## src/rtl/pirq_pkg.sv

```systemverilog
package pirq_pkg;

  typedef enum logic [2:0] {
    SEL_NONE = 3'd0,
    SEL_PIPE = 3'd1,
    SEL_LIVE = 3'd2,
    SEL_IDNT = 3'd3,
    SEL_MASK = 3'd4
  } reg_sel_e;

  // Address map derived from the pipe count: pipes first, then live word,
  // identity word and mask word.
  function automatic reg_sel_e decode_addr(input int unsigned addr,
                                           input int unsigned npipes);
    if (addr < npipes)            return SEL_PIPE;
    else if (addr == npipes)      return SEL_LIVE;
    else if (addr == npipes + 1)  return SEL_IDNT;
    else if (addr == npipes + 2)  return SEL_MASK;
    else                          return SEL_NONE;
  endfunction

endpackage

```

## src/rtl/pirq_stat_reg.sv

```systemverilog
module pirq_stat_reg #(
  parameter int STAT_W = 8
) (
  input  logic              clk,
  input  logic              rst,
  input  logic [STAT_W-1:0] evt_i,
  input  logic              wr_i,
  input  logic [STAT_W-1:0] clr_i,
  input  logic [STAT_W-1:0] en_i,
  output logic [STAT_W-1:0] stat_o,
  output logic [STAT_W-1:0] en_o,
  output logic              summ_o
);

  logic [STAT_W-1:0] stat_q;
  logic [STAT_W-1:0] en_q;
  logic [STAT_W-1:0] clr_mask;

  assign clr_mask = wr_i ? clr_i : '0;

  always_ff @(posedge clk) begin
    if (rst) begin
      stat_q <= '0;
      en_q   <= '0;
    end else begin
      stat_q <= (stat_q & ~clr_mask) | evt_i;
      if (wr_i) en_q <= en_i;
    end
  end

  assign stat_o = stat_q;
  assign en_o   = en_q;
  assign summ_o = |(stat_q & en_q);


  evt_sticky_chk: assert property (@(posedge clk) disable iff (rst)
    (evt_i != '0) |=> ((stat_q & $past(evt_i)) == $past(evt_i)));


  clr_applies_chk: assert property (@(posedge clk) disable iff (rst)
    wr_i |=> ((stat_q & $past(clr_i & ~evt_i)) == '0));


  untouched_hold_chk: assert property (@(posedge clk) disable iff (rst)
    (!wr_i && evt_i == '0) |=> $stable(stat_q));

endmodule

```

## src/rtl/pirq_ident.sv

```systemverilog
module pirq_ident #(
  parameter int NUM_PIPES = 2,
  parameter bit EDGE_MODE = 1'b1
) (
  input  logic                 clk,
  input  logic                 rst,
  input  logic [NUM_PIPES-1:0] live_i,
  input  logic [NUM_PIPES-1:0] clr_i,
  output logic [NUM_PIPES-1:0] ident_o
);

  logic [NUM_PIPES-1:0] set_v;
  logic [NUM_PIPES-1:0] ident_q;

  generate
    if (EDGE_MODE) begin : g_edge
      logic [NUM_PIPES-1:0] live_d;
      always_ff @(posedge clk) begin
        if (rst) live_d <= '0;
        else     live_d <= live_i;
      end
      assign set_v = live_i & ~live_d;
    end else begin : g_level
      assign set_v = live_i;
    end
  endgenerate

  always_ff @(posedge clk) begin
    if (rst) ident_q <= '0;
    else     ident_q <= (ident_q & ~clr_i) | set_v;
  end

  assign ident_o = ident_q;

  generate
    for (genvar p = 0; p < NUM_PIPES; p++) begin : g_chk

      ident_clear_chk: assert property (@(posedge clk) disable iff (rst)
        (clr_i[p] && !live_i[p]) |=> !ident_q[p]);

      if (EDGE_MODE) begin : g_e

        edge_only_chk: assert property (@(posedge clk) disable iff (rst)
          $rose(ident_q[p]) |-> ($past(live_i[p]) && !$past(live_i[p], 2)));

        rise_capt_chk: assert property (@(posedge clk) disable iff (rst)
          $rose(live_i[p]) |=> ident_q[p]);
      end else begin : g_l

        level_reassert_chk: assert property (@(posedge clk) disable iff (rst)
          live_i[p] |=> ident_q[p]);
      end
    end
  endgenerate

endmodule

```

## src/rtl/pirq_out.sv

```systemverilog
module pirq_out #(
  parameter int NUM_PIPES = 2
) (
  input  logic                 clk,
  input  logic                 rst,
  input  logic [NUM_PIPES-1:0] ident_i,
  input  logic [NUM_PIPES-1:0] mask_i,
  output logic                 irq_o
);

  logic irq_q;

  always_ff @(posedge clk) begin
    if (rst) irq_q <= 1'b0;
    else     irq_q <= |(ident_i & ~mask_i);
  end

  assign irq_o = irq_q;


  irq_raise_chk: assert property (@(posedge clk) disable iff (rst)
    ((ident_i & ~mask_i) != '0) |=> irq_q);


  irq_quiet_chk: assert property (@(posedge clk) disable iff (rst)
    ((ident_i & ~mask_i) == '0) |=> !irq_q);

endmodule

```

## src/rtl/pipe_irq_agg.sv

```systemverilog
module pipe_irq_agg
  import pirq_pkg::*;
#(
  parameter int NUM_PIPES = 2,
  parameter int STAT_W    = 8,
  parameter int EN_LSB    = 16,
  parameter int DATA_W    = 32,
  parameter int ADDR_W    = 3,
  parameter bit EDGE_MODE = 1'b1
) (
  input  logic                        clk,
  input  logic                        rst,
  input  logic [NUM_PIPES*STAT_W-1:0] evt_i,
  input  logic                        wr_en,
  input  logic [ADDR_W-1:0]           wr_addr,
  input  logic [DATA_W-1:0]           wr_data,
  input  logic                        rd_en,
  input  logic [ADDR_W-1:0]           rd_addr,
  output logic [DATA_W-1:0]           rd_data,
  output logic                        irq_o
);

  localparam int ADDR_SPAN = NUM_PIPES + 3;

  initial begin
    if (ADDR_SPAN > (1 << ADDR_W)) $error("address width too small");
    if (EN_LSB + STAT_W > DATA_W)  $error("enable field exceeds data width");
    if (NUM_PIPES > DATA_W)        $error("too many pipes for data width");
  end

  reg_sel_e wsel;
  reg_sel_e rsel;

  assign wsel = decode_addr(32'(wr_addr), NUM_PIPES);
  assign rsel = decode_addr(32'(rd_addr), NUM_PIPES);

  logic [STAT_W-1:0]    stat_w [NUM_PIPES];
  logic [STAT_W-1:0]    en_w   [NUM_PIPES];
  logic [NUM_PIPES-1:0] live;
  logic [NUM_PIPES-1:0] ident;
  logic [NUM_PIPES-1:0] ident_clr;
  logic [NUM_PIPES-1:0] mask_q;
  logic [DATA_W-1:0]    rword;
  logic [DATA_W-1:0]    rd_q;
  logic                 unused_wbits;

  assign unused_wbits = ^wr_data;

  generate
    for (genvar p = 0; p < NUM_PIPES; p++) begin : g_pipe
      logic wr_this;
      assign wr_this = wr_en && (wsel == SEL_PIPE) && (wr_addr == ADDR_W'(p));

      pirq_stat_reg #(.STAT_W(STAT_W)) u_stat (
        .clk    (clk),
        .rst    (rst),
        .evt_i  (evt_i[p*STAT_W +: STAT_W]),
        .wr_i   (wr_this),
        .clr_i  (wr_data[STAT_W-1:0]),
        .en_i   (wr_data[EN_LSB +: STAT_W]),
        .stat_o (stat_w[p]),
        .en_o   (en_w[p]),
        .summ_o (live[p])
      );
    end
  endgenerate

  assign ident_clr = (wr_en && wsel == SEL_IDNT) ? wr_data[NUM_PIPES-1:0] : '0;

  pirq_ident #(.NUM_PIPES(NUM_PIPES), .EDGE_MODE(EDGE_MODE)) u_ident (
    .clk     (clk),
    .rst     (rst),
    .live_i  (live),
    .clr_i   (ident_clr),
    .ident_o (ident)
  );

  always_ff @(posedge clk) begin
    if (rst)                            mask_q <= '0;
    else if (wr_en && wsel == SEL_MASK) mask_q <= wr_data[NUM_PIPES-1:0];
  end

  pirq_out #(.NUM_PIPES(NUM_PIPES)) u_out (
    .clk     (clk),
    .rst     (rst),
    .ident_i (ident),
    .mask_i  (mask_q),
    .irq_o   (irq_o)
  );

  always_comb begin
    rword = '0;
    unique case (rsel)
      SEL_PIPE: begin
        for (int i = 0; i < NUM_PIPES; i++) begin
          if (rd_addr == ADDR_W'(i)) begin
            rword[STAT_W-1:0]         = stat_w[i];
            rword[EN_LSB +: STAT_W]   = en_w[i];
          end
        end
      end
      SEL_LIVE: rword[NUM_PIPES-1:0] = live;
      SEL_IDNT: rword[NUM_PIPES-1:0] = ident;
      SEL_MASK: rword[NUM_PIPES-1:0] = mask_q;
      default:  rword = '0;
    endcase
  end

  always_ff @(posedge clk) begin
    if (rst)        rd_q <= '0;
    else if (rd_en) rd_q <= rword;
  end

  assign rd_data = rd_q;


  mask_load_chk: assert property (@(posedge clk) disable iff (rst)
    (wr_en && wsel == SEL_MASK) |=> (mask_q == $past(wr_data[NUM_PIPES-1:0])));


  rd_hold_chk: assert property (@(posedge clk) disable iff (rst)
    !rd_en |=> $stable(rd_q));


  live_needs_enable_chk: assert property (@(posedge clk) disable iff (rst)
    (wr_en && wsel == SEL_PIPE && wr_data[EN_LSB +: STAT_W] == '0)
      |=> !live[wr_addr]);

endmodule

```

## config.mk

```make
export PLATFORM = sky130hd
export DESIGN_NAME = pipe_irq_agg
export DESIGN_NICKNAME = d
export VERILOG_FILES = /design/src/rtl/pirq_pkg.sv /design/src/rtl/pirq_stat_reg.sv /design/src/rtl/pirq_ident.sv /design/src/rtl/pirq_out.sv /design/src/rtl/pipe_irq_agg.sv
export SDC_FILE = /design/constraint.sdc
export NUM_CORES = 1
export LEC_CHECK = 0
export BUFFER_PORTS_ARGS = -buffer_cell sky130_fd_sc_hd__clkbuf_2
export CELL_PAD_IN_SITES_DETAIL_PLACEMENT = 0
export CELL_PAD_IN_SITES_GLOBAL_PLACEMENT = 2
export CORE_ASPECT_RATIO = 2
export CORE_MARGIN = 1.5
export CORE_UTILIZATION = 28
export CTS_BUF_LIST = sky130_fd_sc_hd__clkbuf_2 sky130_fd_sc_hd__clkbuf_4 sky130_fd_sc_hd__clkbuf_8
export DETAILED_ROUTE_END_ITERATION = 8
export PLACE_DENSITY_LB_ADDON = 0.1
export SLEW_MARGIN = 0
export SYNTH_ARGS = -nofsm -noshare
export SYNTH_HDL_FRONTEND = slang
export SYNTH_HIERARCHICAL = 1
export SYNTH_SLANG_ARGS = --single-unit
```

## constraint.sdc

```tcl
create_clock -name clk -period 1.23 [get_ports clk]
set_input_delay 0.0615 -clock clk [delete_from_list [all_inputs] [get_ports clk]]
set_output_delay 0.0615 -clock clk [all_outputs]
set_load 0.01 [all_outputs]
```

==> results of run 1 <==
## routing by layer
layer | global-route usage | vias up | part of all wire
li1 | - | 1062 | -
met1 | 0.151 | 975 | 0.37
met2 | 0.291 | 48 | 0.58
met3 | 0.0269 | 8 | 0.034
met4 | 0.0596 | 0 | 0.022
met5 | 0 | - | 0
## what timing repair did
action / 4_1_cts / 5_1_grt
setup buffers: 4 / 2
hold buffers: 17 / 0
pin swaps: 9 / 5
endpoints found under the setup margin: 4 / 5
gates resized for setup: 20 / 7
endpoints found under the hold margin: 19 / 0
## cells in the final DEF (no fill, tap or decap), drive strengths merged
cell type and count:
a211o 1, a211oi 1, a21boi 16, a21oi 19, a22oi 8, a311oi 1, a31oi 1, and3 2
and3b 1, and4bb 1, buf 40, clkbuf 64, clkinv 1, conb 16, dfxtp 55, dlygate4sd3 17
mux2 15, mux2i 19, mux4 1, nand2 1, nand2b 7, nand4 2, nor2 34, nor2b 18
nor3b 1, nor4b 1, o21ai 1, o21ba 16
## power by group through the flow
stage,sequential (mW),clock [mW],combinational [mW]
after global placement,1.93,0,0.505
after global routing,1.91,1.15,0.611
after detailed placement,1.93,0,0.502
after CTS,1.90,1.10,0.554
after floorplan,1.93,0,0.298
final,1.90,1.02,0.560
## final cells by class
type	count	share of cell area
Multi-Input combinational cell	183	0.393
Sequential cell	55	0.321
Timing Repair Buffer	115	0.225
Tap cell	102	0.0365
Clock buffer	6	0.0236
Clock inverter	1	0.00143
## sequential cells by signal (all words and copies together), names as in the netlist
register / flops
rd_data: 16
u_ident/g_edge.live_d: 2
g_pipe.u_stat/en_o: 16
u_out/irq_o: 1
mask_q: 2
u_ident/ident_o: 2
g_pipe.u_stat/stat_o: 16
## worst min path at each step
stage / cells past startpoint / start / end
finish: 3 / wr_data[22] / g_pipe[1].u_stat/en_o[6]$_SDFFE_PP0P_
global route: 2 / evt_i[2] / g_pipe[0].u_stat/stat_o[2]$_SDFF_PP0_
CTS: 3 / wr_data[22] / g_pipe[1].u_stat/en_o[6]$_SDFFE_PP0P_
detailed placement: 2 / evt_i[8] / g_pipe[1].u_stat/stat_o[0]$_SDFF_PP0_
global placement: 2 / evt_i[8] / g_pipe[1].u_stat/stat_o[0]$_SDFF_PP0_
floorplan: 1 / rst / u_ident/ident_o[0]$_SDFF_PP0_
## cell families (layout without fill, tap and decap cells)
| kind of cell | Yosys count | in the layout | share of synthesized area |
|---|---|---|---|
| buf+inv | 28 | 122 | 0.0871 |
| mux | 35 | 35 | 0.148 |
| other cells | 1 | 16 | 0.00145 |
| flops | 55 | 55 | 0.426 |
| compound gates | 64 | 64 | 0.195 |
| simple gates | 68 | 68 | 0.143 |
## worst reg2reg max path, delay by kind of cell, from the launching register on
kind,cells,cell delay [ps]
muxes,1,460
and+or+nand+nor,2,210
DFF,1,340
AOI/OAI and AO/OA,2,260
==> flow_metrics.tcl, run 1 <==
set metrics [dict create \
    reg2reg_slack_ps -160 \
    ys_warn_count 6 \
    slew_violations 0 \
    timing.final.crit_share 1.13 \
    synth.top_cells.by_area "dfxtp_1 43%, mux2i_1 7.4%, mux2_2 6.5%" \
    instances_no_fill 462 \
    skew_ps 6.14 \
    netlist_area_um2 2590 \
    p_seq_frac 0.545 \
    synth.most_common_cell "dfxtp_1" \
    gr-usage-all-layers 0.150 \
    ant_nets 0 \
    placed_area_um2 3140 \
    finalSetupViolations 2 \
    slowest_stage "mux4_2" \
    intPower_mw 2.61 \
    rsz0062_at_grt "true" \
    grt_pass1_wl_mm 11.2 \
    drt_iter0_drc 41 \
    arrival_ps 1580 \
    die_width_um 71.0 \
    crit_chain "a22oi_2 > nand4_1 > mux4_2 > nand2b_1 > a211oi_1" \
    synth-edff-count 0 \
    worstSkewPairLatency_ps 310 \
    die_area_um2 9860 \
    crit_path_max_incr_delay_ps 460 \
    async_flop_share 0 \
    p_switching_mw 0.879 \
    antenna_found_initial 0 \
    synth_top_area_frac 0.426 \
    remaining_drc_errors 0 \
    synth_common_cells "55 x dfxtp_1, 34 x nor2_1, 19 x mux2i_1" \
    powerDensity_nw_per_um2 996 \
    p_clk_frac 0.294 \
    io_pins 91 \
    wl_per_cell_um 15.6 \
    r2r_start "g_pipe[0].u_stat/stat_o[5]$_SDFF_PP0_" \
    postSynthCellCount 251 \
    cts_root_buf "clkbuf_8" \
    grt_start_max_net_pins 56 \
    n_antenna_cell 0 \
    finish.net_count 418 \
    tritoncts "built" \
    grt_pass1_vias 2184 \
    path_class "reg2reg" \
    cts_sinks 55 \
    synth_area_per_cell_um2 10.3 \
    synth_top_cell_by_area "dfxtp_1" \
    ys_types 33 \
    layout-drive-gt1-share 0.481 \
    cp_max_fo 2 \
    rows 49 \
    ys_seq_elements 55 \
    fmax_mhz 722 \
    gr-total-overflow 0 \
    hold_viol_final 0 \
    fin_crit_ps 1390 \
    crit_buf_inv 0 \
    drt_wl_total_mm 7.22 \
    fin_setup_tns_ps -184 \
    reg2reg_depth 5 \
    critPathLaunch "g_pipe[0].u_stat/stat_o[5]$_SDFF_PP0_" \
    dr.pass1.iters 4 \
    endpoint "rd_data[0]$_SDFFE_PP0P_" \
    switching_share 0.252 \
    p_total_mw 3.49 \
    hp-class "in2reg" \
    clk_path_buf_depth 2 \
    worstSetupEndpointType "flip-flop" \
    multi_input_area_um2 1380 \
    coreArea_um2 8950 \
    critPathLaunchType "flip-flop" \
    htree_levels 2 \
    critical-path-top-delay-family "multiplexers" \
    cap_violations 0 \
    fin_area_um2 3500 \
    timing.hold.ws_ps 8.83 \
    ys_seq_area_frac 0.426 \
    fin_ws_ps -156 \
    initial_utilization 0.289 \
    routabilityCongestion 0.772 \
    vias 2093 \
    synthToLayoutAreaGrowth_pct 35.3 \
    vias_per_cell 4.53 \
    post-dp-hpwl_mm 5.51 \
    reg2reg_to "rd_data[0]$_SDFFE_PP0P_" \
    status "finished with violations" \
    io_buffers 58 \
    leakage_nw 1.51 \
    ir_drop_v 0.000661 \
    combPwrFrac 0.161 \
    synthFlopType "dfxtp_1" \
    cts_buffers 5 \
    die_h_um 139 \
    register_area_um2 1120 \
    required_ps 1430 \
    cp_num_cells 5 \
    violations "setup timing" \
    path_clk_slew_ps 100 \
    pre_cts_ws_ps -236 \
    nFillCells 945 \
    final_core_util 0.391 \
    dp.cells 435 \
]
Note: power is estimated with default switching activity, not from simulation.
==> run 2: changes to the inputs <==
==> constraint.sdc (replaced) <==
create_clock -name clk -period 1.23 [get_ports clk]
set_input_delay 0.246 -clock clk [delete_from_list [all_inputs] [get_ports clk]]
set_output_delay 0.246 -clock clk [all_outputs]
set_load 0.05 [all_outputs]
==> flow_metrics.tcl, run 2 (same netlist as run 1, synthesis figures left out) <==
set metrics [dict create \
    status "finished with violations" \
    violations "setup timing" \
    crit_chain "a22oi_2 > nand4_1 > mux4_2 > nand2b_1 > a211oi_1" \
    powerDensity_nw_per_um2 1070 \
    final_common_cell "clkbuf_2" \
    cts_root_buf "clkbuf_8" \
    vias 2062 \
    clk_path_buf_depth 2 \
    cap_violations 0 \
    hold_buffers 0 \
    path_class "reg2reg" \
    busiest_layer "met2" \
    pre_cts_ws_ps -259 \
    worstSetupEndpointType "flip-flop" \
    htree_levels 2 \
    ant_nets 0 \
    vias_per_cell 4.61 \
    die_width_um 71.0 \
    hold_viol_final 0 \
    arrival_ps 1650 \
    gr-usage-all-layers 0.152 \
    path_clk_slew_ps 100 \
    crit_path_max_incr_delay_ps 490 \
    cts_sinks 55 \
    rsz0062_at_grt "true" \
    layout-drive-gt1-share 0.496 \
    n_antenna_cell 0 \
    slowest_stage "mux4_2" \
    timing.final.crit_share 1.18 \
    die_area_um2 9860 \
    grt_pass1_vias 2129 \
    required_ps 1430 \
    finalSetupViolations 2 \
    antenna_found_initial 0 \
    io_pins 91 \
    layout_common_cells "53 x clkbuf_2, 42 x dfxtp_1, 41 x buf_4" \
    cp_max_fo 2 \
    finish.net_count 403 \
    wl_per_cell_um 16.4 \
    hp-class "in2reg" \
    dr.pass1.iters 4 \
    fin_ws_ps -217 \
    grt_util_met1 0.154 \
    die_h_um 139 \
    nFillCells 970 \
    fmax_mhz 691 \
    coreArea_um2 8950 \
    leakage_nw 1.45 \
    worstSkewPairLatency_ps 310 \
    ir_drop_v 0.000683 \
    rows 49 \
    remaining_drc_errors 0 \
    tritoncts "built" \
    skew_ps 3.22 \
    initial_utilization 0.289 \
    critPathLaunchType "flip-flop" \
    timing.hold.ws_ps 149 \
    cts_buffers 5 \
    slew_violations 0 \
    gr-total-overflow 0 \
    grt_use_met3 0.0283 \
    post-dp-hpwl_mm 5.58 \
    fin_crit_ps 1450 \
    synthToLayoutAreaGrowth_pct 29.3 \
    grt_start_max_net_pins 56 \
    met2_usage 0.301 \
    routabilityCongestion 0.786 \
    grt_pass1_wl_mm 11.4 \
    drt_wl_total_mm 7.32 \
    drt_iter0_drc 35 \
    io_buffers 58 \
]
==> run 2: cell types whose count changed in the layout (fill, tap and decap cells not counted) <==
cell | previous run | this run
buf_2 | 0 | 3
buf_4 | 38 | 41
clkbuf_2 | 58 | 53
clkbuf_4 | 0 | 1
dfxtp_1 | 38 | 42
dfxtp_2 | 17 | 13
dlygate4sd3_1 | 17 | 0
==> run 2: worst paths after layout <==
check / start / end / slack (ps) / depth (start not counted)
worst min register to register: u_ident/g_edge.live_d[0]$_SDFF_PP0_ / u_ident/ident_o[0]$_SDFF_PP0_ / 500 / 2
worst max register to register: g_pipe[0].u_stat/en_o[5]$_SDFFE_PP0P_ / rd_data[0]$_SDFFE_PP0P_ / -220 / 5
worst min-delay path: evt_i[8] / g_pipe[1].u_stat/stat_o[0]$_SDFF_PP0_ / 150 / 2
worst max-delay path: g_pipe[0].u_stat/en_o[5]$_SDFFE_PP0P_ / rd_data[0]$_SDFFE_PP0P_ / -220 / 5
==> run 2: what timing repair did <==
action / 4_1_cts / 5_1_grt
endpoints found under the setup margin: 6 / 9
pin swaps: 10 / 5
resized for setup: 15 / 14
buffers inserted: 4 / 1
==> run 2: critical path: cells and delay by family, from the launching register on <==
kind | cells | cell delay (ps)
flops | 1 | 330
mux | 1 | 490
simple gates | 2 | 260
compound gates | 2 | 250
==> run 2: layout make-up <==
class,count,area [µm²],share of cell area
sequential,55,1120,0.334
clock buffer,6,82.6,0.0247
tap,102,128,0.0382
clock inverter,1,5.00,0.00150
timing repair buffer,100,636,0.190
multi-input combinational,183,1380,0.412
==> run 2: power breakdown <==
group	switching [mW]	internal, mW
Clock	0.606	0.444
Sequential	0.0466	1.85
Combinational	0.361	0.279
Total	1.01	2.58
==> run 2: through the flow <==
stage                     total power, mW  setup TNS, ps  utilization  cell area, µm²  std cells
after global routing                 3.78           -413        0.374            3340        447
after detailed placement             2.56          -5110        0.355            3180        440
after floorplan                      2.34          -85.0            -            2650        266
after global placement               2.56          -5050        0.355            3180        440
final                                3.59           -251        0.374            3340        447
after CTS                            3.65           -260        0.370            3310        448
==> run 2: metal layers <==
| metal | routed length [µm] | vias up | part of all wire |
|---|---|---|---|
| li1 | - | 1029 | - |
| met1 | 2720 | 979 | 0.37 |
| met2 | 4230 | 48 | 0.58 |
| met3 | 265 | 6 | 0.036 |
| met4 | 104 | 0 | 0.014 |
| met5 | 0 | - | 0 |
